$ cat src/rtl/llsc_resv_pkg.sv
package llsc_resv_pkg;

  typedef enum logic [1:0] {
    OP_READ  = 2'd0,
    OP_WRITE = 2'd1,
    OP_LOCK  = 2'd2,
    OP_COND  = 2'd3
  } resv_op_e;

  // store-conditional outcome: owned line means success
  function automatic logic cond_result(input logic owned);
    return owned;
  endfunction

  // plain write drops a reservation only on a present, self-owned line
  function automatic logic write_drops(input logic tag_present, input logic owned);
    return tag_present & owned;
  endfunction

  // result bit reported for any completion
  function automatic logic result_bit(input logic bypass, input resv_op_e op,
                                      input logic owned);
    if (bypass) return 1'b1;
    if (op == OP_COND) return cond_result(owned);
    return 1'b1;
  endfunction

endpackage

$ cat src/rtl/resv_match.sv
module resv_match #(
  parameter int ENTRIES = 4,
  parameter int LINE_W  = 8,
  parameter int ID_W    = 2
) (
  input  logic [ENTRIES-1:0]             valid_i,
  input  logic [ENTRIES-1:0][LINE_W-1:0] line_tab_i,
  input  logic [ENTRIES-1:0][ID_W-1:0]   owner_tab_i,
  input  logic [LINE_W-1:0]              line_i,
  input  logic [ID_W-1:0]                id_i,
  output logic [ENTRIES-1:0]             hit_o,
  output logic [ENTRIES-1:0]             own_o
);
  for (genvar g = 0; g < ENTRIES; g++) begin : g_cmp
    assign hit_o[g] = valid_i[g] && (line_tab_i[g] == line_i);
    assign own_o[g] = hit_o[g] && (owner_tab_i[g] == id_i);
  end
endmodule

$ cat src/rtl/resv_victim.sv
module resv_victim #(
  parameter int ENTRIES = 4,
  parameter int IDX_W   = 2
) (
  input  logic [ENTRIES-1:0]            valid_i,
  input  logic [ENTRIES-1:0][IDX_W-1:0] rank_i,
  output logic                          free_any_o,
  output logic [IDX_W-1:0]              slot_o
);
  localparam logic [IDX_W-1:0] OLDEST = IDX_W'(ENTRIES - 1);

  logic [IDX_W-1:0] free_idx;
  logic [IDX_W-1:0] old_idx;

  always_comb begin
    free_idx = '0;
    old_idx  = '0;
    for (int i = ENTRIES - 1; i >= 0; i--) begin
      if (!valid_i[i]) free_idx = IDX_W'(i);
      if (valid_i[i] && rank_i[i] == OLDEST) old_idx = IDX_W'(i);
    end
  end

  assign free_any_o = ~&valid_i;
  assign slot_o     = free_any_o ? free_idx : old_idx;
endmodule

$ cat src/rtl/llsc_resv_monitor.sv
module llsc_resv_monitor #(
  parameter int ENTRIES = 4,
  parameter int LINE_W  = 8,
  parameter int ID_W    = 2
) (
  input  logic              clk,
  input  logic              rst_n,
  input  logic              cmpl_vld_i,
  input  logic [1:0]        op_i,
  input  logic [LINE_W-1:0] line_i,
  input  logic [ID_W-1:0]   req_id_i,
  input  logic              tag_hit_i,
  input  logic              bypass_i,
  output logic              done_o,
  output logic              success_o
);
  import llsc_resv_pkg::*;

  localparam int IDX_W = (ENTRIES > 1) ? $clog2(ENTRIES) : 1;

  logic [ENTRIES-1:0]             valid_q, valid_d;
  logic [ENTRIES-1:0][LINE_W-1:0] line_q, line_d;
  logic [ENTRIES-1:0][ID_W-1:0]   owner_q, owner_d;
  logic [ENTRIES-1:0][IDX_W-1:0]  rank_q, rank_d;
  logic                           done_q, succ_q;

  // named internal events, observed by the bound checker
  logic [ENTRIES-1:0] hit_vec, own_vec, valid_vec;
  logic               hit_any, own_any;
  logic [IDX_W-1:0]   hit_idx, alloc_idx;
  logic               free_any;
  logic               active, evt_lock, evt_cond, evt_write;
  logic               evt_alloc, evt_handover, evt_clear;
  resv_op_e           op;

  assign op        = resv_op_e'(op_i);
  assign valid_vec = valid_q;

  resv_match #(.ENTRIES(ENTRIES), .LINE_W(LINE_W), .ID_W(ID_W)) u_match (
    .valid_i    (valid_q),
    .line_tab_i (line_q),
    .owner_tab_i(owner_q),
    .line_i     (line_i),
    .id_i       (req_id_i),
    .hit_o      (hit_vec),
    .own_o      (own_vec)
  );

  resv_victim #(.ENTRIES(ENTRIES), .IDX_W(IDX_W)) u_victim (
    .valid_i   (valid_q),
    .rank_i    (rank_q),
    .free_any_o(free_any),
    .slot_o    (alloc_idx)
  );

  always_comb begin
    hit_idx = '0;
    for (int i = 0; i < ENTRIES; i++) begin
      if (hit_vec[i]) hit_idx = IDX_W'(i);
    end
  end

  assign hit_any      = |hit_vec;
  assign own_any      = |own_vec;
  assign active       = cmpl_vld_i && !bypass_i;
  assign evt_lock     = active && (op == OP_LOCK);
  assign evt_cond     = active && (op == OP_COND);
  assign evt_write    = active && (op == OP_WRITE);
  assign evt_alloc    = evt_lock && !hit_any;
  assign evt_handover = evt_lock && hit_any;
  assign evt_clear    = (evt_cond && hit_any) ||
                        (evt_write && write_drops(tag_hit_i, own_any));

  always_comb begin
    valid_d = valid_q;
    line_d  = line_q;
    owner_d = owner_q;
    rank_d  = rank_q;
    if (evt_alloc) begin
      for (int i = 0; i < ENTRIES; i++) begin
        if (valid_q[i] && IDX_W'(i) != alloc_idx) rank_d[i] = rank_q[i] + 1'b1;
      end
      valid_d[alloc_idx] = 1'b1;
      line_d[alloc_idx]  = line_i;
      owner_d[alloc_idx] = req_id_i;
      rank_d[alloc_idx]  = '0;
    end
    if (evt_handover) begin
      owner_d[hit_idx] = req_id_i;
    end
    if (evt_clear) begin
      for (int i = 0; i < ENTRIES; i++) begin
        if (valid_q[i] && rank_q[i] > rank_q[hit_idx]) rank_d[i] = rank_q[i] - 1'b1;
      end
      valid_d[hit_idx] = 1'b0;
      rank_d[hit_idx]  = '0;
    end
  end

  always_ff @(posedge clk) begin
    if (!rst_n) begin
      valid_q <= '0;
      line_q  <= '0;
      owner_q <= '0;
      rank_q  <= '0;
      done_q  <= 1'b0;
      succ_q  <= 1'b0;
    end else begin
      valid_q <= valid_d;
      line_q  <= line_d;
      owner_q <= owner_d;
      rank_q  <= rank_d;
      done_q  <= cmpl_vld_i;
      if (cmpl_vld_i) succ_q <= result_bit(bypass_i, op, own_any);
    end
  end

  assign done_o    = done_q;
  assign success_o = succ_q;

endmodule

$ cat config.mk
export PLATFORM = sky130hd
export DESIGN_NAME = llsc_resv_monitor
export DESIGN_NICKNAME = d
export VERILOG_FILES = /design/src/rtl/llsc_resv_pkg.sv /design/src/rtl/resv_match.sv /design/src/rtl/resv_victim.sv /design/src/rtl/llsc_resv_monitor.sv
export SDC_FILE = /design/constraint.sdc
export NUM_CORES = 1
export LEC_CHECK = 0
export CAP_MARGIN = 20
export CORE_MARGIN = 2
export CORE_UTILIZATION = 64
export CTS_BUF_LIST = sky130_fd_sc_hd__clkbuf_16
export CTS_CLUSTER_SIZE = 16
export DETAILED_ROUTE_END_ITERATION = 7
export DONT_BUFFER_PORTS = 1
export PLACE_DENSITY_LB_ADDON = 0.12
export SLEW_MARGIN = 15
export SYNTH_ARGS = -nofsm -noshare
export SYNTH_HDL_FRONTEND = slang
export SYNTH_SLANG_ARGS = --single-unit
$ cat constraint.sdc
create_clock -name clk -period 3.3 [get_ports clk]
set_input_delay 0.165 -clock clk [delete_from_list [all_inputs] [get_ports clk]]
set_output_delay 0.165 -clock clk [all_outputs]
set_load 0.02 [all_outputs]
==> results of run 1 <==
## cell usage after synthesis, types with 4 or more instances
| master | count |
|---|---|
| a21boi_0 | 34 |
| a21o_1 | 5 |
| a21oi_1 | 9 |
| a31oi_1 | 4 |
| buf_4 | 7 |
| buf_6 | 4 |
| clkbuf_1 | 8 |
| dfxtp_1 | 54 |
| ha_1 | 8 |
| inv_1 | 12 |
| mux2i_1 | 9 |
| nand2_1 | 58 |
| nand3_1 | 17 |
| nand4_1 | 4 |
| nor2_1 | 17 |
| nor2b_1 | 8 |
| nor4_1 | 8 |
| o2111ai_2 | 4 |
| o21ai_0 | 28 |
| xnor2_1 | 40 |
## kinds of logic after synthesis
kind of cell    count (synthesis)
compound gates                102
xor+xnor                       40
fa+ha+maj                       8
buf+inv                        34
flops                          54
mux                            12
simple gates                  138
## final cells by class
| cell class | count | area, um2 | area share |
|---|---|---|---|
| clock buffers | 5 | 125.1 | 0.03618 |
| clock inverters | 2 | 15.01 | 0.004342 |
| inverters | 12 | 45.04 | 0.01302 |
| multi-input cells | 300 | 2019 | 0.5839 |
| flip-flops and latches | 54 | 1081 | 0.3126 |
| well taps | 70 | 87.58 | 0.02533 |
| repair buffers | 11 | 85.08 | 0.02460 |
## worst reg2reg max path, cell delays in order (launching register included)
cell and delay, ns:
dfxtp_1 0.32, xnor2_1 0.17, nand4_2 0.21, or2_1 0.29, o21ai_0 0.30, nor2_1 0.08
a211oi_1 0.27, ha_1 0.29, nor2_1 0.16, nor2_1 0.06, a31oi_1 0.17, o2111ai_2 0.18
a21oi_1 0.17, and3b_1 0.18
## final timing paths
path                           start                endpoint  slack (ns)  cells after the start
min reg2reg   line_q[3]$_SDFFE_PN0P_  line_q[3]$_SDFFE_PN0P_        0.48                      2
max          line_q[13]$_SDFFE_PN0P_    rank_q[6]$_SDFF_PN0_        0.37                     13
max reg2reg  line_q[13]$_SDFFE_PN0P_    rank_q[6]$_SDFF_PN0_        0.37                     13
min                        line_i[1]  line_q[9]$_SDFFE_PN0P_        0.01                      2
## repair_timing
item / 4_1_cts / 5_1_grt
setup endpoints to repair: 0 / 2
hold endpoints to repair: 1 / 0
hold buffers: 1 / 0
resized for setup: 0 / 0
setup buffers: 0 / 3
## sequential cells by signal, indices dropped and copies added (netlist names)
name,count
done_o,1
valid_q,4
line_q,32
success_o,1
rank_q,8
owner_q,8
## power by group
part | internal, mW | total [mW] | switching, mW
clock | 0.277 | 0.507 | 0.230
combinational | 0.0368 | 0.0703 | 0.0334
sequential | 0.656 | 0.662 | 0.00549
total | 0.970 | 1.24 | 0.269
## stage by stage
step	area, um2	hold slack (ns)	instances	power (mW)
after floorplan	3288	0.2660	388	0.7593
after global placement	3286	0.2684	443	0.7447
after detailed placement	3286	0.2703	443	0.7458
after CTS	3436	0.007574	451	1.250
after global routing	3458	0.01251	454	1.277
final	3458	0.01279	454	1.239
## metal layers
layer,part of all wire,GRT usage,vias up
met4,0.015,0.06823,0
met5,0,0,-
met2,0.51,0.4570,39
met3,0.027,0.02910,10
met1,0.45,0.3438,1253
li1,-,-,1350
==> flow_metrics.tcl, run 1 <==
set metrics [dict create \
    status "finished, final reports clean" \
    grt_pass1_wl_um 11370 \
    fmax_mhz 341.5 \
    dr.first_iter.drc_count 205 \
    die_y_um 75.68 \
    final_cell_mix "58 x nand2_1, 54 x dfxtp_1, 40 x xnor2_1, 34 x a21boi_0, 28 x o21ai_0" \
    routed_wl_um 7068 \
    gp_congestion 0.8810 \
    final_common_cell "nand2_1" \
    startpoint_type "flip-flop" \
    cap_violations 0 \
    worstPathCellList "xnor2_1 -> nand4_2 -> or2_1 -> o21ai_0 -> nor2_1 -> a211oi_1 -> ha_1 -> nor2_1 -> nor2_1 -> a31oi_1 -> o2111ai_2 -> a21oi_1 -> and3b_1" \
    io_buffers 0 \
    vias_per_cell 5.841 \
    ant_nets 0 \
    slowest_stage "dfxtp_1" \
    synth.area.mux_share 0.03767 \
    dr.pass1.iters 4 \
    finalSetupTns_ns 0 \
    area.growth.synth_to_final_pct 5.175 \
    cts_buffers 5 \
    synth_area_leader_cell "dfxtp_1" \
    cp_common_cell "nor2_1" \
    cts.clk_slew.worst_paths_ns 0.07 \
    ir_worst_vdd_mv 0.2341 \
    hp-class "primary input to flip-flop" \
    final-max-slew-violation-count 0 \
    grt_max_degree 47 \
    nNetsFinal 409 \
    core_area_um2 5042 \
    initial_core_util 0.6521 \
    utilization 0.6859 \
    period_needed_ns 2.929 \
    setup_viol 0 \
    cp.required_ns 3.48 \
    io_pins 19 \
    dr_total_vias 2652 \
    path_buf_inv 0 \
    grtUsageTotal 0.2613 \
    grt_pass1_vias 2337 \
    synth_nets 413 \
    synthesis.area_um2 3288 \
    worstPathMaxFanout 4 \
    synth_edf_count 0 \
    n_fill_cell 436 \
    cp-end-kind "flip-flop" \
    ys.flop_type "dfxtp_1" \
    drc_errors 0 \
    cp_top_family "compound AO/OA/AOI/OAI gates" \
    crit_type "flip-flop to flip-flop" \
    crit_arrival_ns 3.11 \
    synth_xor_area_frac 0.1065 \
    synth_fa_ha_area_frac 0.03044 \
    cts_tree "built" \
    drive_above_1_share 0.1016 \
    cts_buffer_depth 2 \
    dp_hpwl_um 5280 \
    worst_path_largest_cell_delay_ns 0.32 \
    yosysSeqAreaShare 0.3288 \
    cts.sinks 54 \
    cts_max_level 2 \
    async_reset_ff_frac 0 \
    clock_skew_ns 0.003513 \
    syn_inst 388 \
    powerDensity_nw_per_um2 358.4 \
    num_antenna_cells 0 \
    pre_cts_slack_ns 0.3524 \
    die_area_um2 5727 \
    tightest_slew_ns 0.6219 \
    detail_route.wl_per_cell_um 15.57 \
    clkLatencyLatePin_ns 0.29 \
    die_w_um 75.68 \
    synthSimpleGateAreaFrac 0.2173 \
    synth_compound_area_frac 0.2222 \
    cts_root_buffer "clkbuf_16" \
    leakage_nw 1.066 \
    ys_top_cells_by_area "dfxtp_1 33%, xnor2_1 11%, a21boi_0 7.8%" \
    setup_slack_ns 0.3713 \
    yosys.area.top_type_share 0.3288 \
    hold_violations 0 \
    rows 26 \
    yosysUniqueCellTypes 54 \
    synth_top_family_by_area "compound AO/OA/AOI/OAI gates" \
    antenna_found_initial 0 \
    rsz0062_at_grt "false" \
    min_period_over_period 0.8875 \
    max-slew-margin-rel 0.5816 \
    avgSynthCellArea_um2 8.475 \
    synth-seq-cells 54 \
    grt_overflow 0 \
    ys.warnings.count 0 \
]
(Power assumes the default switching activity.)
==> inputs of run 2 (changes only) <==
CORE_UTILIZATION = 66   (was 64)
REMOVE_ABC_BUFFERS = 1   (was not set)
clock period = 3.67 ns   (was 3.3 ns; I/O delays follow)
==> run 2 against run 1 <==
Against the previous run: critical path depth is 1 higher; clock skew increased by 0.0060 ns; highest routed layer unchanged; worst setup slack got worse by 0.021 ns; combinational power decreased by 11%; critical endpoint unchanged; flip-flop and latch count did not move; maximum frequency fell by 12%.
==> flow_metrics.tcl, run 2 (same netlist as run 1, synthesis figures left out) <==
set metrics [dict create \
    status "finished, final reports clean" \
    largest_register_ffs 32 \
    rsz0062_at_grt "false" \
    area.growth.synth_to_final_pct 3.995 \
    die_w_um 74.59 \
    die_area_um2 5563 \
    n_fill_cell 406 \
    cts_root_buffer "clkbuf_16" \
    ctsResizeCount 0 \
    ir_worst_vdd_mv 0.2350 \
    cts_buffer_depth 2 \
    final_cell_mix "58 x nand2_1, 54 x dfxtp_1, 40 x xnor2_1, 34 x a21boi_0, 28 x o21ai_0" \
    startpoint "line_q[16]$_SDFFE_PN0P_" \
    r2r_start "line_q[16]$_SDFFE_PN0P_" \
    dp_hpwl_um 5231 \
    hold_violations 0 \
    cp.required_ns 3.86 \
    dr.pass1.iters 4 \
    initial_core_util 0.6916 \
    die_y_um 74.59 \
    ant_nets 0 \
    cts.clk_slew.worst_paths_ns 0.08 \
    cap_violations 0 \
    postCtsHoldBufs 1 \
    ff2ff_setup_slack_ns 0.35 \
    vias_per_cell 5.987 \
    period_needed_ns 3.320 \
    grt_max_degree 47 \
    final_common_cell "nand2_1" \
    grt_overflow 0 \
    cts_tree "built" \
    max-slew-margin-rel 0.5725 \
    rows 25 \
    worstPathMaxFanout 8 \
    io_pins 19 \
    min_period_over_period 0.9046 \
    cts.sinks 54 \
    drc_errors 0 \
    startpoint_type "flip-flop" \
    clkLatencyLatePin_ns 0.30 \
    pre_cts_slack_ns 0.4454 \
    nNetsFinal 403 \
    setup_viol 0 \
    ff2ff_path_depth 14 \
    crit_type "flip-flop to flip-flop" \
    grtUsageTotal 0.2807 \
    clock_skew_ns 0.009517 \
    setup_slack_ns 0.3500 \
    grt_pass1_vias 2444 \
    dpl_cell_area_um2 3259 \
    leakage_nw 1.042 \
    final_area_um2 3420 \
    crit_path_end "rank_q[6]$_SDFF_PN0_" \
    utilization 0.7192 \
    io_buffers 0 \
    regToRegEndpoint "rank_q[6]$_SDFF_PN0_" \
    cts_buffers 5 \
    fmax_mhz 301.2 \
    drive_above_1_share 0.08971 \
    dr.first_iter.drc_count 153 \
    grt_pass1_wl_um 11850 \
    tightest_slew_ns 0.6354 \
    hp-class "primary input to flip-flop" \
    dr_total_vias 2670 \
    post_cts_buffers 0 \
    regMostFlops "line_q" \
    routed_wl_um 7215 \
    cp-end-kind "flip-flop" \
    crit_arrival_ns 3.51 \
    gp_congestion 0.8840 \
    powerDensity_nw_per_um2 333.2 \
    finalSetupTns_ns 0 \
    detail_route.wl_per_cell_um 16.18 \
    num_antenna_cells 0 \
    core_area_um2 4755 \
    cts_max_level 2 \
    final-max-slew-violation-count 0 \
    antenna_found_initial 0 \
    reg_top3 "line_q (32), owner_q (8), rank_q (8)" \
]
run 2: how the worst min path moves through the flow:
stage / cells after the start / endpoint / slack (ns) / startpoint
after floorplan: 1 / success_o$_SDFFE_PN0P_ / 0.28 / op_i[1]
after global placement: 1 / success_o$_SDFFE_PN0P_ / 0.30 / op_i[1]
after detailed placement: 1 / success_o$_SDFFE_PN0P_ / 0.30 / op_i[1]
after CTS: 1 / done_o$_SDFF_PN0_ / 0.01 / cmpl_vld_i
after global routing: 1 / done_o$_SDFF_PN0_ / 0.02 / cmpl_vld_i
final: 1 / done_o$_SDFF_PN0_ / 0.01 / cmpl_vld_i
run 2: area by class of cell:
type / instances / area [um2] / area share
clock inverter: 3 / 25.02 / 0.007318
sequential: 54 / 1081 / 0.3161
clock buffer: 5 / 125.1 / 0.03659
inverter: 12 / 45.04 / 0.01317
tap: 67 / 83.83 / 0.02452
multi-input combinational: 300 / 2019 / 0.5906
timing repair buffer: 5 / 40.04 / 0.01171
run 2: where the power goes:
| part | total [mW] | internal, mW | switching (mW) |
|---|---|---|---|
| Clock | 0.482 | 0.257 | 0.225 |
| Combinational | 0.0623 | 0.0328 | 0.0295 |
| Sequential | 0.595 | 0.590 | 0.00525 |
run 2: routing by layer:
| metal | routed length [um] | up-vias | track usage |
|---|---|---|---|
| met5 | 0 | - | 0 |
| met4 | 117 | 0 | 0.08532 |
| met3 | 267 | 13 | 0.04743 |
| met2 | 3677 | 57 | 0.4798 |
| met1 | 3152 | 1270 | 0.3633 |
| li1 | - | 1330 | - |
run 2: per-stage QoR:
step | instances | total power, mW | hold slack, ns
floorplan | 366 | 0.6575 | 0.2837
global route | 446 | 1.175 | 0.02018
CTS | 446 | 1.142 | 0.01303
detailed placement | 437 | 0.6693 | 0.3028
global placement | 437 | 0.6685 | 0.3047
finish | 446 | 1.139 | 0.01459
run 2: worst max-delay path, stage by stage, from the launching register on:
cell,delay (ns)
dfxtp_1,0.33
xnor2_1,0.17
nand4_1,0.22
nor3_4,0.39
nor2_1,0.12
o21ai_0,0.13
nor2_1,0.07
a211oi_1,0.53
ha_1,0.34
nor2_1,0.15
nor2_1,0.06
a31oi_1,0.17
o2111ai_2,0.18
a21oi_1,0.18
and3b_1,0.18
